**src/rtl/vau_pkg.sv**
```systemverilog
package vau_pkg;

    typedef enum logic [2:0] {
        OP_HADDS  = 3'd0,
        OP_BSUBS  = 3'd1,
        OP_BCMPGT = 3'd2,
        OP_ANDC   = 3'd3,
        OP_BROTL  = 3'd4
    } vau_op_e;

    typedef enum logic {
        ST_EMPTY = 1'b0,
        ST_FULL  = 1'b1
    } vau_state_e;

endpackage

```
**src/rtl/vau_add_sat.sv**
```systemverilog
module vau_add_sat #(
    parameter int DATA_W = 128,
    parameter int LANE_W = 16
) (
    input  logic [DATA_W-1:0] a,
    input  logic [DATA_W-1:0] b,
    output logic [DATA_W-1:0] sum,
    output logic              sat_any
);
    localparam int LANES = DATA_W / LANE_W;

    logic [LANES-1:0] clamp;

    for (genvar i = 0; i < LANES; i++) begin : g_lane
        logic [LANE_W-1:0] la, lb, lo;
        logic [LANE_W:0]   wide;
        always_comb begin
            la   = a[i*LANE_W +: LANE_W];
            lb   = b[i*LANE_W +: LANE_W];
            wide = {1'b0, la} + {1'b0, lb};
            clamp[i] = wide[LANE_W];
            lo   = clamp[i] ? {LANE_W{1'b1}} : wide[LANE_W-1:0];
            sum[i*LANE_W +: LANE_W] = lo;
        end

        always_comb begin
            lane_ge_chk: assert (lo >= la && lo >= lb);
        end
    end

    assign sat_any = |clamp;

endmodule

```
**src/rtl/vau_sub_sat.sv**
```systemverilog
module vau_sub_sat #(
    parameter int DATA_W = 128,
    parameter int LANE_W = 8
) (
    input  logic [DATA_W-1:0] a,
    input  logic [DATA_W-1:0] b,
    output logic [DATA_W-1:0] diff,
    output logic              sat_any
);
    localparam int LANES = DATA_W / LANE_W;

    logic [LANES-1:0] clamp;

    for (genvar i = 0; i < LANES; i++) begin : g_lane
        logic [LANE_W-1:0] la, lb, lo;
        logic [LANE_W:0]   wide;
        always_comb begin
            la   = a[i*LANE_W +: LANE_W];
            lb   = b[i*LANE_W +: LANE_W];
            wide = {1'b0, la} - {1'b0, lb};
            clamp[i] = wide[LANE_W];
            lo   = clamp[i] ? {LANE_W{1'b0}} : wide[LANE_W-1:0];
            diff[i*LANE_W +: LANE_W] = lo;
        end

        always_comb begin
            lane_le_chk: assert (lo <= la);
        end
    end

    assign sat_any = |clamp;

endmodule

```
**src/rtl/vau_byte_misc.sv**
```systemverilog
module vau_byte_misc #(
    parameter int DATA_W = 128,
    parameter int BYTE_W = 8
) (
    input  logic [DATA_W-1:0] a,
    input  logic [DATA_W-1:0] b,
    output logic [DATA_W-1:0] cmp_mask,
    output logic [DATA_W-1:0] rot
);
    localparam int LANES = DATA_W / BYTE_W;
    localparam int ROT_W = $clog2(BYTE_W);

    for (genvar i = 0; i < LANES; i++) begin : g_lane
        logic [BYTE_W-1:0]   la, lb, lr;
        logic [2*BYTE_W-1:0] dbl;
        logic [ROT_W-1:0]    amt;
        always_comb begin
            la  = a[i*BYTE_W +: BYTE_W];
            lb  = b[i*BYTE_W +: BYTE_W];
            amt = lb[ROT_W-1:0];
            dbl = {la, la} << amt;
            lr  = dbl[2*BYTE_W-1 -: BYTE_W];
            rot[i*BYTE_W +: BYTE_W] = lr;
            cmp_mask[i*BYTE_W +: BYTE_W] =
                ($signed(la) > $signed(lb)) ? {BYTE_W{1'b1}} : {BYTE_W{1'b0}};
        end

        always_comb begin
            rot_bits_kept_chk: assert ($countones(lr) == $countones(la));
        end
    end

endmodule

```
**src/rtl/vau_simd_alu.sv**
```systemverilog
module vau_simd_alu
    import vau_pkg::*;
#(
    parameter int DATA_W = 128,
    parameter int BYTE_W = 8
) (
    input  logic              clk,
    input  logic              rst,
    input  logic              in_valid,
    input  logic [2:0]        op,
    input  logic [DATA_W-1:0] a,
    input  logic [DATA_W-1:0] b,
    input  logic              sat_clear,
    output logic              out_valid,
    output logic [DATA_W-1:0] result,
    output logic              sat_flag
);
    localparam int HALF_W = 2 * BYTE_W;

    logic [DATA_W-1:0] add_res, sub_res, cmp_res, rot_res, op_res;
    logic              add_sat, sub_sat, sat_event;
    vau_state_e        state_q, state_d;
    logic [DATA_W-1:0] result_q;
    logic              sat_q;

    vau_add_sat #(.DATA_W(DATA_W), .LANE_W(HALF_W)) u_add (
        .a(a), .b(b), .sum(add_res), .sat_any(add_sat)
    );

    vau_sub_sat #(.DATA_W(DATA_W), .LANE_W(BYTE_W)) u_sub (
        .a(a), .b(b), .diff(sub_res), .sat_any(sub_sat)
    );

    vau_byte_misc #(.DATA_W(DATA_W), .BYTE_W(BYTE_W)) u_misc (
        .a(a), .b(b), .cmp_mask(cmp_res), .rot(rot_res)
    );

    always_comb begin
        op_res    = '0;
        sat_event = 1'b0;
        case (vau_op_e'(op))
            OP_HADDS: begin
                op_res    = add_res;
                sat_event = add_sat;
            end
            OP_BSUBS: begin
                op_res    = sub_res;
                sat_event = sub_sat;
            end
            OP_BCMPGT: op_res = cmp_res;
            OP_ANDC:   op_res = a & ~b;
            OP_BROTL:  op_res = rot_res;
            default:   op_res = '0;
        endcase
    end

    always_comb begin
        state_d = state_q;
        unique case (state_q)
            ST_EMPTY: state_d = in_valid ? ST_FULL : ST_EMPTY;
            ST_FULL:  state_d = in_valid ? ST_FULL : ST_EMPTY;
            default:  state_d = ST_EMPTY;
        endcase
    end

    always_ff @(posedge clk) begin
        if (rst) begin
            state_q  <= ST_EMPTY;
            result_q <= '0;
            sat_q    <= 1'b0;
        end else begin
            state_q <= state_d;
            if (in_valid) begin
                result_q <= op_res;
            end
            if (in_valid && sat_event) begin
                sat_q <= 1'b1;
            end else if (sat_clear) begin
                sat_q <= 1'b0;
            end
        end
    end

    always_comb begin
        out_valid = (state_q == ST_FULL);
        result    = result_q;
        sat_flag  = sat_q;
    end


    valid_follows_chk: assert property (@(posedge clk) disable iff (rst)
        in_valid |=> out_valid);


    idle_holds_chk: assert property (@(posedge clk) disable iff (rst)
        !in_valid |=> (!out_valid && $stable(result)));


    sat_sticky_chk: assert property (@(posedge clk) disable iff (rst)
        (sat_flag && !sat_clear) |=> sat_flag);


    sat_set_chk: assert property (@(posedge clk) disable iff (rst)
        (in_valid && sat_event) |=> sat_flag);


    unused_zero_chk: assert property (@(posedge clk) disable iff (rst)
        (in_valid && op > 3'd4) |=> (result == '0));

endmodule

```
**config.mk**
```make
export PLATFORM = sky130hd
export DESIGN_NAME = vau_simd_alu
export DESIGN_NICKNAME = d
export VERILOG_FILES = /design/src/rtl/vau_pkg.sv /design/src/rtl/vau_add_sat.sv /design/src/rtl/vau_sub_sat.sv /design/src/rtl/vau_byte_misc.sv /design/src/rtl/vau_simd_alu.sv
export SDC_FILE = /design/constraint.sdc
export NUM_CORES = 1
export LEC_CHECK = 0
export ABC_AREA = 0
export BUFFER_PORTS_ARGS = -buffer_cell sky130_fd_sc_hd__buf_4
export CORE_MARGIN = 4
export CORE_UTILIZATION = 40
export CTS_CLUSTER_DIAMETER = 60
export DETAILED_ROUTE_END_ITERATION = 16
export PLACE_DENSITY = 0.62
export RECOVER_POWER = 25
export SKIP_CTS_REPAIR_TIMING = 1
export SLEW_MARGIN = 30
export SYNTH_ARGS = -nofsm -noshare
export SYNTH_HDL_FRONTEND = slang
export SYNTH_SLANG_ARGS = --single-unit
export TNS_END_PERCENT = 30
```
**constraint.sdc**
```tcl
create_clock -name clk -period 7.8 [get_ports clk]
set_input_delay 1.56 -clock clk [delete_from_list [all_inputs] [get_ports clk]]
set_output_delay 1.56 -clock clk [all_outputs]
set_load 0.005 [all_outputs]
```
==> results of run 1 <==
layout by cell type, fill, tap and decap left out, types with 20 or more instances in the layout:
| cell | count |
|---|---|
| a221oi_1 | 24 |
| nor2_1 | 215 |
| a211oi_1 | 62 |
| inv_1 | 281 |
| a2111oi_0 | 25 |
| clkbuf_4 | 39 |
| a311oi_1 | 22 |
| o211ai_1 | 46 |
| a31oi_1 | 43 |
| a21o_1 | 60 |
| xor2_1 | 37 |
| mux2i_1 | 139 |
| nand4_1 | 34 |
| a222oi_1 | 33 |
| dfxtp_1 | 130 |
| xnor2_1 | 116 |
| nor2b_1 | 96 |
| fa_1 | 24 |
| clkbuf_1 | 26 |
| mux4_2 | 51 |
| mux2_2 | 39 |
| nand2b_1 | 27 |
| o31ai_1 | 21 |
| a21oi_1 | 384 |
| o21bai_1 | 44 |
| nand3_1 | 20 |
| buf_4 | 347 |
| nand2_1 | 186 |
| ha_1 | 272 |
| nor3_1 | 55 |
| or3_1 | 32 |
| o21ai_0 | 242 |
metal layers:
layer,vias up,part of all wire,wire (um)
met3,192,0.074,7190
met5,-,0.00013,13
li1,12500,-,-
met4,2,0.039,3760
met1,12600,0.45,43200
met2,1125,0.44,42900
power breakdown:
group	switching, mW	total (mW)	internal (mW)
Clock	0.376	0.923	0.547
Sequential	0.0280	0.723	0.695
Combinational	1.03	1.76	0.729
Total	1.44	3.41	1.97
worst paths after layout:
| kind | start | to | slack, ns | cells after the start |
|---|---|---|---|---|
| worst max-delay path | b[49] | result[48]$_SDFFE_PP0P_ | 3.31 | 12 |
| worst min-delay path | result[112]$_SDFFE_PP0P_ | result[112]$_SDFFE_PP0P_ | 0.44 | 2 |
| worst max register to register | result[63]$_SDFFE_PP0P_ | result[63]$_SDFFE_PP0P_ | 5.97 | 7 |
| worst min register to register | result[112]$_SDFFE_PP0P_ | result[112]$_SDFFE_PP0P_ | 0.44 | 2 |
cell type report:
| cell class | instances | area [um2] |
|---|---|---|
| fill | 6101 | 32100 |
| multi-input combinational | 2637 | 19800 |
| timing repair buffer | 413 | 3000 |
| sequential | 130 | 2600 |
| inverter | 304 | 1140 |
| tap | 782 | 978 |
| clock buffer | 21 | 460 |
| clock inverter | 10 | 158 |
| antenna | 3 | 7.51 |
kinds of logic (layout without fill, tap and decap cells):
logic type                 count (synthesis)  in the layout  synth area share
AOI/OAI and AO/OA                       1197           1197             0.321
and+or+nand+nor                          762            762             0.154
xor gates and xnor gates                 153            153            0.0551
buffers and inverters                    509            748            0.0798
adders and majority gates                296            296             0.160
other                                      0              3                 0
DFF                                      130            130             0.107
muxes                                    229            229             0.123
worst min-delay path, cell delays in order (launching register included):
cell     delay [ns]
dfxtp_1        0.31
nand2_1        0.05
nand2_1        0.04
sequential cells by signal, indices dropped and copies added (netlist names):
signal,count
sat_flag,1
result,128
out_valid,1
synth_stat cells, types with 20 or more instances:
| cell | number | area share |
|---|---|---|
| a2111oi_0 | 25 | 0.0090 |
| a211oi_1 | 62 | 0.019 |
| a21o_1 | 60 | 0.019 |
| a21oi_1 | 384 | 0.079 |
| a221oi_1 | 24 | 0.0086 |
| a222oi_1 | 33 | 0.014 |
| a311oi_1 | 22 | 0.0079 |
| a31oi_1 | 43 | 0.011 |
| and2_1 | 20 | 0.0051 |
| clkbuf_1 | 176 | 0.027 |
| dfxtp_1 | 130 | 0.11 |
| fa_1 | 24 | 0.020 |
| ha_1 | 272 | 0.14 |
| inv_1 | 282 | 0.044 |
| mux2_2 | 39 | 0.018 |
| mux2i_1 | 139 | 0.057 |
| mux4_2 | 51 | 0.047 |
| nand2_1 | 188 | 0.029 |
| nand2b_1 | 27 | 0.0070 |
| nand3_1 | 20 | 0.0041 |
| nand4_1 | 34 | 0.0088 |
| nor2_1 | 218 | 0.034 |
| nor2b_1 | 96 | 0.025 |
| nor3_1 | 56 | 0.012 |
| o211ai_1 | 46 | 0.014 |
| o21ai_0 | 242 | 0.050 |
| o21bai_1 | 44 | 0.014 |
| o31ai_1 | 22 | 0.0068 |
| or3_1 | 33 | 0.0085 |
| xnor2_1 | 116 | 0.042 |
| xor2_1 | 37 | 0.013 |
==> summary.txt, run 1 <==
Outcome
  – Status: complete, but fails checks
  – Failing checks: max-capacitance violations, max-slew violations

Route
  – Initial DRC count: between 2000 and 2500
  – Drt drc: 0
  – Drt total wl: 97100 um
  – Final ANT Viol Nets: 0
  – Pre-antenna DRT Iters: 8
  – Via/cell ratio: 6.13
  – Vias: between 20000 and 30000
  – Avg WL per Cell: 22.6 um

Clock network
  – Root Driver: clkbuf_16
  – H-tree levels: 4
  – Clock tree buffer depth: 2
  – Clk slew on worst S/H paths: 0.07 ns
  – Clk_lat worst skew: 0.49 ns
  – Sink Count: 130
  – Total CTS buffers: 17
  – TritonCTS clock tree: built

Place
  – Placed cell area: 0.0276 mm2
  – Routability cong.: 0.963
  – IO Port Bufs: 392
  – Post-DP HPWL: 72200 um
  – Pre-CTS setup slack: 2.84 ns
  – Placed cells: 4266

Floorplanning
  – Core Rows: 90
  – Die ar.: 0.0648 mm2
  – I/O pins: 393
  – CORE AREA: roughly 0.06 mm2
  – Die Wd: 254 um
  – Die Ht: ~250 um
  – Initial Util: 0.403

Synth
  – Ys async rst share: 0
  – Synthesized instance count: around 3300
  – Ys flop type: dfxtp_1
  – Number of synthesized flops with an enable pin: 0
  – Post-synthesis sequential area ratio: 0.107
  – Mapped Area: 0.0243 mm2
  – Post-synth net total: 3835
  – Avg Inst Size Synth: 7.42 um2
  – Yosys warning count: 0
  – Synth cell types: 101
  – Yosys reg bits: 130

Finish
  – Final Cell Area: 0.0282 mm2
  – Area delta synth->final: 16.0%
  – Proportion of layout cells with a drive suffix above 1: 0.164
  – Final Instance Count excl. Fillers: 4300
  – Util after Layout: 0.468
  – Total Nets Final: approximately 4000

GRT
  – Initial antenna violation count: 5
  – Met3 usage: 0.0496
  – Vias in the first global route: 24900
  – Met2 GRT Util: 0.449
  – Global Route met1 Usage: 0.395
  – Global-route wire length before repair: 146000 um
  – Total global-route track usage: 0.287
  – Most Crowded Layer GR: met2
  – Largest net degree at the start of global routing: 74
  – Grt total ovfl: 0

Critical path
  – Kind of critical path: in -> reg
  – Critical path data required time: around 8.2 ns
  – Slowest cell on the critical path: fa_1
  – CP Buf/Inv Count: 3
  – Largest incremental delay on the critical path: 0.55 ns
  – CP top delay family: compound AO/OA/AOI/OAI gates
  – Critical-path cell list: buf_4 -> clkinv_1 -> fa_1 -> nor2_1 -> o311a_1 -> a2bb2oi_1 -> a31oi_1 -> o31a_1 -> o31ai_2 -> buf_4 -> nand2_1 -> a311oi_1
  – Worst Setup End Kind: register
  – Crit path top cell by count: buf_4
  – Crit Path Max Fanout: 10
  – CP arrival: 4.89 ns
  – Critical Path Start Type: primary input

STA
  – RSZ-0062 raised after global routing: no
  – Least-Margin Pin Slew: 1.97 ns
  – Clk_skew: 0 ns
  – Slew headroom: -0.311
  – Final Cycle Share: 0.575
  – Final setup violating endpoints: 0
  – Fmax: 0.223 GHz
  – Fin. Hold Viols: 0
  – Setup tns final: 0 ns
  – Pins over their slew limit: 35
  – PnR worst setup slack: 3.31 ns
  – Tmin final: 4.49 ns
  – Hold_ws: 0.437 ns

Min path
  – Worst hold path class: reg -> reg

Power and ir drop
  – LEAKAGE: ~12 nW
  – Pwr Density: 121 mW/mm2
  – Peak supply drop: 0.000170 V
  – Design Power: 3.41 mW

Run
  – Max_cap viols: 1
Power figures use the tool's default switching activity.
==> run 2: changes to the inputs <==
Clock period 7.8 ns to 4.5 ns, I/O delays scaled along.
==> run 2 against run 1 <==
  * The flow still finishes with violations (max-capacitance violations, max-slew violations)
  * Clock skew did not move
  * First-iteration DRC count rose by 4.1%
  * Flip-flop and latch count did not move
  * Cell area rose by 0.74%
  * Worst setup slack got worse by 2.5 ns
  * Largest power group unchanged
==> summary.txt, run 2 (synthesis results as in run 1) <==
Outcome
  – Status: complete, but fails checks
  – Failing checks: max-capacitance violations, max-slew violations

Route
  – Initial DRC count: 2566 (+4.1%)
  – Via/cell ratio: 6.08 (-0.81%)
  – Vias: 26300 (-0.21%)
  – Pre-antenna DRT Iters: 7 (-1)
  – Met2 wire length: 43400 um (+1.1%)
  – Final ANT Viol Nets: 0 (unchanged)
  – Routed met3 length: 7940 um (+10%)
  – Highest Signal Layer: met5
  – Drt total wl: 97900 um (+0.88%)
  – Avg WL per Cell: 22.6 um (+0.27%)
  – Drt drc: 0 (unchanged)
  – M1 wire length: 42500 um (-1.7%)

Clock network
  – Sink Count: 130 (unchanged)
  – TritonCTS clock tree: built
  – Clk slew on worst S/H paths: 0.07 ns (about the same)
  – Clk_lat worst skew: 0.51 ns (+0.02 ns)
  – Root Driver: clkbuf_16
  – Clock tree buffer depth: 2 (unchanged)
  – H-tree levels: 4 (unchanged)
  – Total CTS buffers: 17 (unchanged)

GRT
  – Global-route wire length before repair: 147000 um (+1.0%)
  – Total global-route track usage: 0.290 (+0.00381)
  – Grt total ovfl: 0 (unchanged)
  – Largest net degree at the start of global routing: 64 (-14%)
  – Initial antenna violation count: 3 (-2)
  – Vias in the first global route: 25000 (+0.37%)

Floorplanning
  – Initial Util: 0.403 (unchanged)
  – Core Rows: 90 (unchanged)
  – Die ar.: 0.0648 mm2 (unchanged)
  – I/O pins: 393 (unchanged)
  – Die Wd: 254 um (unchanged)
  – Die Ht: 254 um (unchanged)
  – CORE AREA: 0.0602 mm2 (unchanged)

Finish
  – Most common cell after layout, fill and taps aside: a21oi_1
  – Max reg flops: 128 (unchanged)
  – Total Nets Final: 4089 (+0.66%)
  – Commonest non-fill, non-tap cells in the layout: 384 x a21oi_1, 375 x buf_4, 282 x inv_1
  – Proportion of layout cells with a drive suffix above 1: 0.172 (+0.00773)
  – Area delta synth->final: 16.8%

STA
  – Final Cycle Share: 0.813
  – Setup tns final: 0 ns (unchanged)
  – Clk_skew: 0 ns (unchanged)
  – Fin. Hold Viols: 0 (unchanged)
  – Slew headroom: -0.135 (+0.175)
  – Tmin final: between 3 and 4 ns
  – RSZ-0062 raised after global routing: no
  – Final setup violating endpoints: 0 (unchanged)
  – PnR worst setup slack: 0.840 ns (-2.47 ns)
  – Least-Margin Pin Slew: 1.70 ns (-0.265 ns)
  – Pins over their slew limit: 38 (+8.6%)
  – Fmax: roughly 0.27 GHz

Min path
  – Worst hold path class: reg -> reg

Place
  – IO Port Bufs: 392 (unchanged)
  – Post-DP HPWL: 74200 um (+2.8%)
  – Routability cong.: 0.947 (-1.6%)
  – Pre-CTS setup slack: 0.401 ns (-2.44 ns)

Critical path
  – Kind of critical path: in -> reg
  – Critical Path Start Type: primary input
  – Worst Setup End Kind: register
  – CP arrival: 4.04 ns (-0.85 ns)
  – Crit Path Max Fanout: 8 (-2)
  – Critical path data required time: 4.88 ns (-3.33 ns)

Power and ir drop
  – P_sw: 2.55 mW (+78%)
  – Sequential group share of total power: 0.210 (-0.002)
  – Peak supply drop: 0.000310 V (+83%)
  – Sw frac: 0.427 (+0.00550)
  – Clock Power Share: 0.274 (+0.003)
  – Comb power frac: 0.516 (about the same)
  – LEAKAGE: 12.5 nW (+1.2%)
  – Design Power: 5.98 mW (+75%)
  – Pwr Density: 211 mW/mm2 (+74%)
  – Pint: 3.43 mW (+74%)

Run
  – Max_cap viols: 1 (unchanged)
[run 2: cell types whose count changed in the layout (fill, tap and decap cells not counted), sizes merged]
| cell | previous run | this run |
|---|---|---|
| clkinv | 20 | 23 |
| clkinvlp | 3 | 4 |
| buf | 350 | 376 |
| clkbuf | 84 | 82 |
| diode | 3 | 1 |
[run 2: critical path, stage by stage]
cell and delay (ns):
buf_4 0.14, clkinv_1 0.23, ha_1 0.38, buf_4 0.17
a21o_1 0.18, a21o_1 0.21, a221oi_1 0.82, nor2_1 0.33
a31oi_1 0.26, a2bb2oi_1 0.10, o21ai_0 0.21, o211ai_1 0.12
[run 2: area by class of cell]
cell class,count,area (um2)
Tap cell,782,978
Antenna cell,1,2.50
Multi-Input combinational cell,2637,19800
Fill cell,6056,31900
Clock buffer,18,439
Clock inverter,14,188
Timing Repair Buffer,440,3230
Sequential cell,130,2600
Inverter,304,1140
[run 2: worst paths after layout]
path / from / endpoint / slack, ns / depth (start not counted)
worst min-delay path: result[112]$_SDFFE_PP0P_ / result[112]$_SDFFE_PP0P_ / 0.46 / 2
worst max-delay path: b[82] / result[87]$_SDFFE_PP0P_ / 0.84 / 12
worst min register to register: result[112]$_SDFFE_PP0P_ / result[112]$_SDFFE_PP0P_ / 0.46 / 2
worst max register to register: result[63]$_SDFFE_PP0P_ / result[63]$_SDFFE_PP0P_ / 2.74 / 7
[run 2: power groups by stage]
stage	logic [mW]	clock network, mW	registers (mW)
finish	3.09	1.64	1.25
global route	3.37	1.70	1.26
CTS	3.05	1.67	1.25
detailed placement	3.03	0	1.28
global placement	3.04	0	1.28
floorplan	2.02	0	1.26
[run 2: per-stage QoR]
step	util	hold slack, ns	std cells	cell area [um2]
floorplan	-	0.435	3276	24300
global placement	0.462	0.428	4293	27800
detailed placement	0.462	0.440	4293	27800
CTS	0.473	0.460	4325	28500
global route	0.471	0.480	4326	28400
finish	0.471	0.461	4326	28400
[run 2: routing by layer]
metal,GRT usage,vias to the layer above
li1,-,12500
met2,0.456,1169
met3,0.0543,191
met1,0.394,12400
met4,0.120,2
met5,0,-
